`config.mk`:
```
export PLATFORM = sky130hd
export DESIGN_NAME = host_wait_arbiter
export DESIGN_NICKNAME = d
export VERILOG_FILES = /design/src/rtl/hwa_pkg.sv /design/src/rtl/hwa_decode.sv /design/src/rtl/hwa_rules.sv /design/src/rtl/hwa_lead_counter.sv /design/src/rtl/hwa_grant_ctrl.sv /design/src/rtl/host_wait_arbiter.sv
export SDC_FILE = /design/constraint.sdc
export NUM_CORES = 1
export LEC_CHECK = 0
export CAP_MARGIN = 25
export CORE_MARGIN = 5
export CORE_UTILIZATION = 34
export CTS_CLUSTER_SIZE = 14
export DETAILED_ROUTE_END_ITERATION = 16
export PLACE_DENSITY = 0.88
export SKIP_LAST_GASP = 1
export SYNTH_ARGS = -nofsm -noshare
export SYNTH_HDL_FRONTEND = slang
export SYNTH_SLANG_ARGS = --single-unit
```
`constraint.sdc`:
```
create_clock -name clk -period 4.3 [get_ports clk]
set_input_delay 0.86 -clock clk [delete_from_list [all_inputs] [get_ports clk]]
set_output_delay 0.86 -clock clk [all_outputs]
set_load 0.05 [all_outputs]
```
`src/rtl/hwa_pkg.sv`:
```
// Package: shared types for the host access ready arbiter.
// Assumes the seven decoded registers listed below; the bit order of
// reg_hit_t matches the decode map index (dout is bit 0).
package hwa_pkg;

    // One-hot address decode result, one bit per guarded register
    typedef struct packed {
        logic status;
        logic cmd;
        logic cfga;
        logic cfgb;
        logic cnt;
        logic din;
        logic dout;
    } reg_hit_t;

    localparam int NUM_REGS = 7;

endpackage

```
`src/rtl/hwa_decode.sv`:
```
// Module: hwa_decode
// Compares the host address against each register address and returns
// a one-hot hit vector. Assumes all register addresses are distinct;
// an address matching none of them yields an all-zero hit.
module hwa_decode
    import hwa_pkg::*;
#(
    parameter int ADDR_W   = 3,
    parameter int A_STATUS = 0,
    parameter int A_CMD    = 1,
    parameter int A_CFGA   = 2,
    parameter int A_CFGB   = 3,
    parameter int A_CNT    = 4,
    parameter int A_DIN    = 5,
    parameter int A_DOUT   = 6
) (
    input  logic [ADDR_W-1:0] addr_i,
    output reg_hit_t          hit_o
);

    // index order follows reg_hit_t from its least significant bit upward
    localparam int MAP [NUM_REGS] = '{A_DOUT, A_DIN, A_CNT, A_CFGB,
                                      A_CFGA, A_CMD, A_STATUS};

    logic [NUM_REGS-1:0] hv;

    // one address comparator per register
    for (genvar g = 0; g < NUM_REGS; g++) begin : g_cmp
        assign hv[g] = (addr_i == ADDR_W'(MAP[g]));
    end

    assign hit_o = reg_hit_t'(hv);

endmodule

```
`src/rtl/hwa_rules.sv`:
```
// Module: hwa_rules
// Combinational blocking rules. Given the decoded target, the strobe
// direction and the core flags, it reports whether the access must wait.
// Assumes rd_i and wr_i are never both high.
module hwa_rules
    import hwa_pkg::*;
#(
    parameter int OPC_W = 4
) (
    input  reg_hit_t         hit_i,
    input  logic             rd_i,
    input  logic             wr_i,
    input  logic             swrst_bit_i,
    input  logic             din_empty_i,
    input  logic             dout_full_i,
    input  logic             dout_clearing_i,
    input  logic [OPC_W-1:0] opcode_i,
    input  logic             lead_limit_i,
    output logic             blocked_o
);

    logic busy;
    logic blk_din;
    logic blk_dout;
    logic blk_cfg;

    // evaluate each rule independently, then combine
    always_comb begin
        busy     = |opcode_i;
        blk_din  = rd_i && hit_i.din && din_empty_i;
        blk_dout = wr_i && hit_i.dout &&
                   (dout_full_i || dout_clearing_i || lead_limit_i);
        blk_cfg  = wr_i && busy &&
                   ((hit_i.cmd && !swrst_bit_i) || hit_i.cfga ||
                    hit_i.cfgb || hit_i.cnt);
        blocked_o = blk_din || blk_dout || blk_cfg;
    end

endmodule

```
`src/rtl/hwa_lead_counter.sv`:
```
// Module: hwa_lead_counter
// Tracks how far output-buffer writes run ahead of input-buffer reads.
// Clear wins over counting; the count saturates at its width and floors
// at zero. The limit flag is raised only during a full-duplex scan with a
// nonzero retiming delay.
module hwa_lead_counter #(
    parameter int LEAD_MAX = 5,
    parameter int RDLY_W   = 4
) (
    input  logic              clk,
    input  logic              rst_n,
    input  logic              clear_i,
    input  logic              inc_i,
    input  logic              dec_i,
    input  logic              duplex_i,
    input  logic [RDLY_W-1:0] retime_i,
    output logic              at_limit_o
);

    localparam int LEAD_W = $clog2(LEAD_MAX + 2) + 1;
    localparam logic [LEAD_W-1:0] LIMIT = LEAD_W'(LEAD_MAX);

    logic [LEAD_W-1:0] lead_q;
    logic              limit_on;

    // update the lead count on granted buffer accesses
    always_ff @(posedge clk) begin
        if (!rst_n || clear_i) begin
            lead_q <= '0;
        end else if (inc_i && !dec_i) begin
            if (lead_q != '1) lead_q <= lead_q + 1'b1;
        end else if (dec_i && !inc_i) begin
            if (lead_q != '0) lead_q <= lead_q - 1'b1;
        end
    end

    // flag a write that would exceed the allowed lead
    always_comb begin
        limit_on   = duplex_i && (retime_i != '0);
        at_limit_o = limit_on && (lead_q >= LIMIT);
    end

    // no output write is counted while the limit is active and reached
    assert_lead_hold_R7: assert property (@(posedge clk) disable iff (!rst_n)
        (limit_on && lead_q >= LIMIT) |-> !inc_i);

    // a scan start leaves the lead at zero on the next cycle
    assert_lead_clear_R8: assert property (@(posedge clk) disable iff (!rst_n)
        clear_i |=> (lead_q == '0));

endmodule

```
`src/rtl/hwa_grant_ctrl.sv`:
```
// Module: hwa_grant_ctrl
// Pending-access handshake. Drives ready and the core enables from the
// block decision and records whether a blocked access is outstanding.
// Assumes the host keeps strobe, address and data steady while waiting;
// dropping the strobe abandons the access.
module hwa_grant_ctrl #(
    parameter int ADDR_W = 3,
    parameter int DATA_W = 8
) (
    input  logic              clk,
    input  logic              rst_n,
    input  logic              rd_i,
    input  logic              wr_i,
    input  logic [ADDR_W-1:0] addr_i,
    input  logic [DATA_W-1:0] wdata_i,
    input  logic              blocked_i,
    output logic              ready_o,
    output logic              rd_en_o,
    output logic              wr_en_o
);

    logic req;
    logic pend_q;

    // grant in the same cycle whenever nothing blocks
    always_comb begin
        req     = rd_i || wr_i;
        ready_o = !(req && blocked_i);
        rd_en_o = rd_i && !blocked_i;
        wr_en_o = wr_i && !blocked_i;
    end

    // remember an access left waiting at this edge
    always_ff @(posedge clk) begin
        if (!rst_n) pend_q <= 1'b0;
        else        pend_q <= req && blocked_i;
    end

    // a held access keeps its address steady
    assert_hold_addr_R9: assert property (@(posedge clk) disable iff (!rst_n)
        (pend_q && req) |-> $stable(addr_i));

    // a held write keeps its data steady
    assert_hold_data_R9: assert property (@(posedge clk) disable iff (!rst_n)
        (pend_q && wr_i) |-> $stable(wdata_i));

    // never both enables, never both strobes
    assert_one_dir_R10: assert property (@(posedge clk) disable iff (!rst_n)
        !(rd_i && wr_i) && !(rd_en_o && wr_en_o));

endmodule

```
`src/rtl/host_wait_arbiter.sv`:
```
// Module: host_wait_arbiter (top)
// Guards an 8-bit host register port in front of a scan-controller core.
// Decodes each access, applies the blocking rules and holds ready low until
// the access may complete. Assumes one strobe at a time and a host that
// keeps its access steady while ready is low.
module host_wait_arbiter #(
    parameter int ADDR_W    = 3,
    parameter int DATA_W    = 8,
    parameter int OPC_W     = 4,
    parameter int RDLY_W    = 4,
    parameter int LEAD_MAX  = 5,
    parameter int SWRST_BIT = 7,
    parameter int A_STATUS  = 0,
    parameter int A_CMD     = 1,
    parameter int A_CFGA    = 2,
    parameter int A_CFGB    = 3,
    parameter int A_CNT     = 4,
    parameter int A_DIN     = 5,
    parameter int A_DOUT    = 6
) (
    input  logic              clk,
    input  logic              rst_n,
    input  logic [ADDR_W-1:0] host_addr,
    input  logic              host_rd,
    input  logic              host_wr,
    input  logic [DATA_W-1:0] host_wdata,
    input  logic              din_empty,
    input  logic              dout_full,
    input  logic              dout_clearing,
    input  logic [OPC_W-1:0]  cmd_opcode,
    input  logic              scan_start,
    input  logic              duplex_scan,
    input  logic [RDLY_W-1:0] retime_cnt,
    output logic              host_ready,
    output logic              core_rd_en,
    output logic              core_wr_en
);
    import hwa_pkg::*;

    reg_hit_t hit;
    logic     blocked;
    logic     lead_limit;
    logic     lead_inc;
    logic     lead_dec;

    hwa_decode #(
        .ADDR_W(ADDR_W), .A_STATUS(A_STATUS), .A_CMD(A_CMD),
        .A_CFGA(A_CFGA), .A_CFGB(A_CFGB), .A_CNT(A_CNT),
        .A_DIN(A_DIN), .A_DOUT(A_DOUT)
    ) u_decode (
        .addr_i (host_addr),
        .hit_o  (hit)
    );

    hwa_rules #(.OPC_W(OPC_W)) u_rules (
        .hit_i           (hit),
        .rd_i            (host_rd),
        .wr_i            (host_wr),
        .swrst_bit_i     (host_wdata[SWRST_BIT]),
        .din_empty_i     (din_empty),
        .dout_full_i     (dout_full),
        .dout_clearing_i (dout_clearing),
        .opcode_i        (cmd_opcode),
        .lead_limit_i    (lead_limit),
        .blocked_o       (blocked)
    );

    hwa_grant_ctrl #(.ADDR_W(ADDR_W), .DATA_W(DATA_W)) u_grant (
        .clk       (clk),
        .rst_n     (rst_n),
        .rd_i      (host_rd),
        .wr_i      (host_wr),
        .addr_i    (host_addr),
        .wdata_i   (host_wdata),
        .blocked_i (blocked),
        .ready_o   (host_ready),
        .rd_en_o   (core_rd_en),
        .wr_en_o   (core_wr_en)
    );

    // count only accesses that really reach a buffer
    always_comb begin
        lead_inc = core_wr_en && hit.dout;
        lead_dec = core_rd_en && hit.din;
    end

    hwa_lead_counter #(.LEAD_MAX(LEAD_MAX), .RDLY_W(RDLY_W)) u_lead (
        .clk        (clk),
        .rst_n      (rst_n),
        .clear_i    (scan_start),
        .inc_i      (lead_inc),
        .dec_i      (lead_dec),
        .duplex_i   (duplex_scan),
        .retime_i   (retime_cnt),
        .at_limit_o (lead_limit)
    );

    // no input-buffer read reaches the core while it is empty
    assert_din_guard_R2: assert property (@(posedge clk) disable iff (!rst_n)
        !(core_rd_en && host_addr == ADDR_W'(A_DIN) && din_empty));

    // no output-buffer write reaches the core while full or resetting
    assert_dout_guard_R3: assert property (@(posedge clk) disable iff (!rst_n)
        !(core_wr_en && host_addr == ADDR_W'(A_DOUT) &&
          (dout_full || dout_clearing)));

    // interlocked registers are not written while a command runs
    assert_busy_guard_R4: assert property (@(posedge clk) disable iff (!rst_n)
        (core_wr_en && cmd_opcode != '0) |->
        !(host_addr == ADDR_W'(A_CFGA) || host_addr == ADDR_W'(A_CFGB) ||
          host_addr == ADDR_W'(A_CNT) ||
          (host_addr == ADDR_W'(A_CMD) && !host_wdata[SWRST_BIT])));

    // software reset write always goes through
    assert_swrst_pass_R5: assert property (@(posedge clk) disable iff (!rst_n)
        (host_wr && host_addr == ADDR_W'(A_CMD) && host_wdata[SWRST_BIT])
        |-> (host_ready && core_wr_en));

    // polling reads of status and command never wait
    assert_poll_ready_R6: assert property (@(posedge clk) disable iff (!rst_n)
        (host_rd && (host_addr == ADDR_W'(A_STATUS) ||
                     host_addr == ADDR_W'(A_CMD))) |-> (host_ready && core_rd_en));

    // ready tracks the enable of the active strobe
    assert_ready_match_R10: assert property (@(posedge clk) disable iff (!rst_n)
        (host_rd || host_wr) |-> (host_ready == (core_rd_en || core_wr_en)));

endmodule

```
==> results of run 1 <==
[layer usage]
metal | wire (um) | vias to the layer above
li1 | - | 275
met3 | 98 | 2
met1 | 495 | 259
met4 | 10 | 0
met5 | 0 | -
met2 | 665 | 19
[power by group through the flow]
stage | Combinational (uW) | Clock (uW) | Sequential (uW)
after global placement | 49.0 | 0 | 38.4
after CTS | 49.9 | 47.9 | 37.8
after detailed placement | 49.8 | 0 | 38.4
final | 49.6 | 45.3 | 37.8
after floorplan | 19.6 | 0 | 38.3
after global routing | 52.4 | 54.1 | 37.8
[metrics by stage]
| step | power, uW | hold WS [ps] | util [%] | cells |
|---|---|---|---|---|
| 2_1_floorplan | 57.9 | 524 | - | 55 |
| 3_3_place_gp | 87.4 | 560 | 57.0 | 93 |
| 3_5_place_dp | 88.2 | 573 | 57.0 | 93 |
| 4_1_cts | 136 | 581 | 58.7 | 96 |
| 5_1_grt | 144 | 625 | 58.7 | 96 |
| 6_report | 133 | 578 | 58.7 | 96 |
[synthesized netlist by cell type, drive strengths merged]
cell / number / share of area, %
xor2: 1 / 1.9
a21oi: 5 / 5.4
mux2: 1 / 2.5
and2: 3 / 4.1
a2111oi: 1 / 3.3
o41ai: 1 / 1.9
or4: 3 / 5.7
nor2: 4 / 3.3
a31oi: 1 / 1.4
a221oi: 1 / 1.9
fa: 1 / 4.4
nand2b: 2 / 2.7
or3: 1 / 1.4
ha: 2 / 5.4
inv: 2 / 1.6
a21boi: 1 / 4.1
nor3: 1 / 1.1
o211a: 2 / 4.4
nand2: 3 / 2.5
nor3b: 1 / 1.6
dfxtp: 4 / 17
o31ai: 2 / 3.3
o21ai: 2 / 2.2
nor4: 1 / 1.4
o21a: 1 / 1.6
a21o: 2 / 3.3
o211ai: 2 / 3.3
nand4: 2 / 2.7
and4b: 2 / 4.4
[cell type report]
type | count | area [sq um] | area share (%)
clock buffer | 3 | 22.5 | 2.99
multi-input combinational | 49 | 378 | 50.1
tap | 15 | 18.8 | 2.49
timing repair buffer | 23 | 248 | 32.8
sequential | 4 | 80.1 | 10.6
inverter | 2 | 7.51 | 0.995
[logic make-up (layout without fill, tap and decap cells)]
kind of cell    after synthesis  in the layout  synth area share (%)
simple gates                 23             23                  30.8
compound gates               21             21                  36.0
flops                         4              4                  17.4
fa+ha+maj                     3              3                  9.81
buf+inv                       2             28                  1.64
xor+xnor                      1              1                  1.91
mux                           1              1                  2.45
[critical path: stages]
cell,delay [ps]
clkdlybuf4s50_1,400
or4_4,530
o211ai_1,220
nand2_1,130
a221oi_2,330
and2_1,220
buf_12,150
[cells in the final DEF, fill, tap and decap left out, types with 2 or more instances in the layout]
master and count:
a21o_1 2, a21oi_1 5, and2_1 3, and4b_1 2
buf_12 2, clkbuf_4 3, clkdlybuf4s50_1 20, dfxtp_1 4
ha_1 2, inv_1 2, nand2_1 3, nand2b_1 2
nand4_1 2, nor2_1 4, o211a_1 2, o211ai_1 2
o21ai_0 2, o31ai_1 2, or4_1 2
[path summary, 6_finish.rpt]
path | slack [ps] | to | from
setup / recovery | 590 | core_rd_en | retime_cnt[1]
hold / removal | 580 | u_lead.lead_q[0] | u_lead.lead_q[0]
setup reg to reg | 1470 | u_lead.lead_q[3] | u_lead.lead_q[1]
hold reg to reg | 580 | u_lead.lead_q[0] | u_lead.lead_q[0]
==> results.sh, run 1 <==
export IMPL_routed_via_density=5.78
export IMPL_cts_sinks=4
export IMPL_post_route_drc_count=0
export IMPL_syn_avg_cell_area_sq_um=8.35
export IMPL_peakVddDrop_mv=0.138
export IMPL_max_cap_violations=0
export IMPL_grt_pass1_vias=523
export IMPL_min_path_type="register to register"
export IMPL_cts_tree="built"
export IMPL_run_status="finished clean"
export IMPL_dr_total_vias=555
export IMPL_cts_resized_gates=0
export IMPL_finalNetCount=114
export IMPL_cts_buffer_depth=2
export IMPL_p_switching_uw=35.8
export IMPL_ant_nets=0
export IMPL_synth_distinct_cells=30
export IMPL_cts_root_buf="clkbuf_4"
export IMPL_largest_reg_flops=4
export IMPL_grt_setup_unrepaired="false"
export IMPL_use_met3_pct=3.45
export IMPL_core_area_sq_mm=0.00128
export IMPL_slew_viol_final=0
export IMPL_place_area_sq_um=732
export IMPL_drt_first_iter_violations=6
export IMPL_cp_end_kind="primary output"
export IMPL_reg_largest_list="u_lead.lead_q: 4 flops"
export IMPL_hold_path_cell_count=2
export IMPL_regMostFlops="u_lead.lead_q"
export IMPL_critPathLaunchType="primary input"
export IMPL_powerDensity_mw_per_mm2=176
export IMPL_clkLatencyLatePin_ps=230
export IMPL_hpwl_mm=1.07
export IMPL_layout_setup_ws_ps=593
export IMPL_grt_met1_usage_pct=14.5
export IMPL_route_detailed_wl_per_inst_um=13.2
export IMPL_gp_congestion=0.820
export IMPL_io_buffers=23
export IMPL_power_switching_share_pct=26.9
export IMPL_tightest_slew_ps=397
export IMPL_layout_min_cycle_time_ps=3710
export IMPL_p_seq_share_pct=28.5
export IMPL_pwr_share_clk_pct=34.1
export IMPL_antenna_cells=0
export IMPL_grtUsageMet2_pct=26.4
export IMPL_die_area_sq_mm=0.00219
export IMPL_finalSetupTns_ps=0
export IMPL_crit_type="primary input to primary output"
export IMPL_drtPass1Iterations=4
export IMPL_grt_antenna_before_repair=0
export IMPL_pin_count=31
export IMPL_maxSlewHeadroom_pct=73.4
export IMPL_grt_busiest_layer="met2"
export IMPL_die_w_um=46.8
export IMPL_path_max_fanout=3
export IMPL_htree_levels=1
export IMPL_finalSetupViolCount=0
export IMPL_die_h_um=46.8
export IMPL_wirelength_mm=1.27
export IMPL_post_cts_buffers=0
export IMPL_start_util_pct=35.7
export IMPL_yosysSeqAreaShare_pct=17.4
export IMPL_fillers=126
export IMPL_rows=13
export IMPL_cts_buffers=3
export IMPL_postCtsHoldBufs=0
export IMPL_clk_pin_slew_ps=30
export IMPL_grt_ovfl_total=0
export IMPL_period_share_pct=86.2
export IMPL_area_growth_pct=64.3
export IMPL_grt_max_degree=8
export IMPL_synth_area_sq_um=459
export IMPL_arrival_ps=2850
export IMPL_cp_required_ps=3440
export IMPL_layout_drive_gt1_share_pct=12.3
export IMPL_finalClockSkew_ps=1.81
export IMPL_ys_seq_elements=4
export IMPL_hold_viol_final=0
export IMPL_yosys_warnings=0
export IMPL_dpl_worst_slack_ps=380
export IMPL_reg2reg_depth=9
export IMPL_share_comb_of_total_power_pct=37.4
export IMPL_p_int_uw=97.0
export IMPL_design_area_sq_um=754
export IMPL_max_freq_mhz=270
export IMPL_syn_nets=86
export IMPL_power_leakage_uw=0.000306
export IMPL_syn_inst=55
export IMPL_grt_pass1_wl_mm=2.15
export IMPL_track_usage_pct=13.8
Note: power is estimated with default switching activity, not from simulation.
==> run 2, diff against run 1 <==
GPL_TIMING_DRIVEN = 0   (was default)
==> run 2 against run 1 <==
Net effect: largest power group is now the clock network; cell count unchanged; first-iteration DRC count up 67%; global-route usage down 0.40 points; worst hold slack got worse by 3.7 ps; largest cell class unchanged.
==> results.sh, run 2 (synthesized netlist as in run 1, its figures left out) <==
export IMPL_core_area_sq_mm=0.00128
export IMPL_dp_cells=93
export IMPL_wirelength_mm=1.24
export IMPL_finalSetupViolCount=0
export IMPL_route_detailed_wl_per_inst_um=12.9
export IMPL_grt_pass1_vias=526
export IMPL_finalNetCount=114
export IMPL_largest_reg_flops=4
export IMPL_power_leakage_uw=0.000304
export IMPL_dr_total_vias=550
export IMPL_layout_min_cycle_time_ps=4010
export IMPL_r2r_end="u_lead.lead_q[3]"
export IMPL_reg2reg_slack_ps=1520
export IMPL_grt_antenna_before_repair=0
export IMPL_regMostFlops="u_lead.lead_q"
export IMPL_gp_congestion=0.810
export IMPL_hpwl_mm=1.08
export IMPL_post_route_drc_count=0
export IMPL_die_w_um=46.8
export IMPL_powerDensity_mw_per_mm2=171
export IMPL_ff_latch_area_sq_um=80.1
export IMPL_fillers=134
export IMPL_design_area_sq_um=737
export IMPL_layout_drive_gt1_share_pct=8.64
export IMPL_multi_input_area_sq_um=378
export IMPL_slew_viol_final=0
export IMPL_dpl_worst_slack_ps=-32.2
export IMPL_cts_buffer_depth=2
export IMPL_holdPathEnd="u_lead.lead_q[1]"
export IMPL_io_buffers=23
export IMPL_area_growth_pct=60.5
export IMPL_grt_pass1_wl_mm=2.11
export IMPL_crit_type="primary input to primary output"
export IMPL_hold_viol_final=0
export IMPL_clkLatencyLatePin_ps=230
export IMPL_crit_path_cell_trace="clkdlybuf4s50_1 -> or4_4 -> o211ai_1 -> nand2_1 -> a221oi_2 -> and2_1 -> dlygate4sd2_1"
export IMPL_p_total_uw=126
export IMPL_cp_end_kind="primary output"
export IMPL_period_share_pct=93.2
export IMPL_cts_root_buf="clkbuf_4"
export IMPL_cts_tree="built"
export IMPL_path_max_fanout=3
export IMPL_postCtsHoldBufs=0
export IMPL_maxSlewHeadroom_pct=66.1
export IMPL_clk_pin_slew_ps=30
export IMPL_cts_buffers=3
export IMPL_drtPass1Iterations=4
export IMPL_arrival_ps=3150
export IMPL_track_usage_pct=13.4
export IMPL_tightest_slew_ps=507
export IMPL_grt_setup_unrepaired="false"
export IMPL_final_common_cell="clkdlybuf4s50_1"
export IMPL_layout_setup_ws_ps=291
export IMPL_cp_required_ps=3440
export IMPL_reg2reg_from="u_lead.lead_q[1]"
export IMPL_htree_levels=1
export IMPL_reg2reg_depth=9
export IMPL_cp_slowest_stage_delay_ps=530
export IMPL_min_path_type="register to register"
export IMPL_max_freq_mhz=249
export IMPL_instances_no_fill=96
export IMPL_rows=13
export IMPL_place_area_sq_um=714
export IMPL_hold_path_cell_count=2
export IMPL_ant_nets=0
export IMPL_drt_first_iter_violations=10
export IMPL_critPathLaunchType="primary input"
export IMPL_run_status="finished clean"
export IMPL_die_h_um=46.8
export IMPL_cts_sinks=4
export IMPL_grt_ovfl_total=0
export IMPL_pin_count=31
export IMPL_die_area_sq_mm=0.00219
export IMPL_start_util_pct=35.7
export IMPL_routed_via_density=5.73
export IMPL_layout_common_cells="clkdlybuf4s50_1 (20), a21oi_1 (5), nor2_1 (4), dfxtp_1 (4)"
export IMPL_antenna_cells=0
export IMPL_finalClockSkew_ps=1.67
export IMPL_fin_util_pct=57.4
export IMPL_max_cap_violations=0
export IMPL_reg_largest_list="u_lead.lead_q: 4 flops"
export IMPL_grt_max_degree=8
export IMPL_peakVddDrop_mv=0.104
export IMPL_crit_slowest_cell="or4_4"
export IMPL_min_delay_start="u_lead.lead_q[1]"
run 2: changes by cell type in the layout (fill, tap and decap cells not counted), sizes merged:
cell | before | now
buf | 3 | 0
dlygate4sd2 | 0 | 2
dlymetal6s2s | 0 | 1
run 2: critical path, delay by kind of cell:
kind / cells / cell delay [ps]
buf+inv: 2 / 920
simple gates: 3 / 820
compound gates: 2 / 550
run 2: per-layer routing:
layer / global-route usage (%) / wire, um / vias to the layer above / part of all wire, %
met5: 0 / 0 / - / 0
met3: 3.83 / 75 / 2 / 6.0
met4: 6.63 / 19 / 0 / 1.5
met1: 15.0 / 512 / 247 / 41
met2: 23.4 / 634 / 23 / 51
li1: - / - / 278 / -
run 2: worst max path at each step:
stage                     slack (ps)  cells past startpoint           from         end
after global routing             150                      7  retime_cnt[1]  core_rd_en
after detailed placement         -30                      7  retime_cnt[1]  core_rd_en
after floorplan                  380                      5  retime_cnt[1]  core_rd_en
after CTS                         90                      6  retime_cnt[1]  host_ready
after global placement            50                      7  retime_cnt[1]  core_wr_en
final                            290                      7  retime_cnt[1]  core_rd_en
run 2: layout make-up:
type / count / area share (%)
clock buffers: 3 / 3.06
inverters: 2 / 1.02
multi-input cells: 49 / 51.3
flip-flops and latches: 4 / 10.9
well taps: 15 / 2.55
repair buffers: 23 / 31.2
run 2: what timing repair did:
item	CTS	global route
resized for setup	2	1
setup endpoints to repair	2	1
hold endpoints to repair	0	0
setup buffers	0	0
pin swaps	0	0
run 2: where the power goes:
part / switching (uW) / internal, uW
Clock: 13.3 / 31.1
Combinational: 20.1 / 24.1
Sequential: 0.318 / 37.5
Total: 33.7 / 92.7
run 2: metrics by stage:
stage	TNS, ps	hold WS (ps)
2_1_floorplan	0	524
4_1_cts	0	571
6_report	0	574
5_1_grt	0	615
3_3_place_gp	0	564
3_5_place_dp	-62.2	566
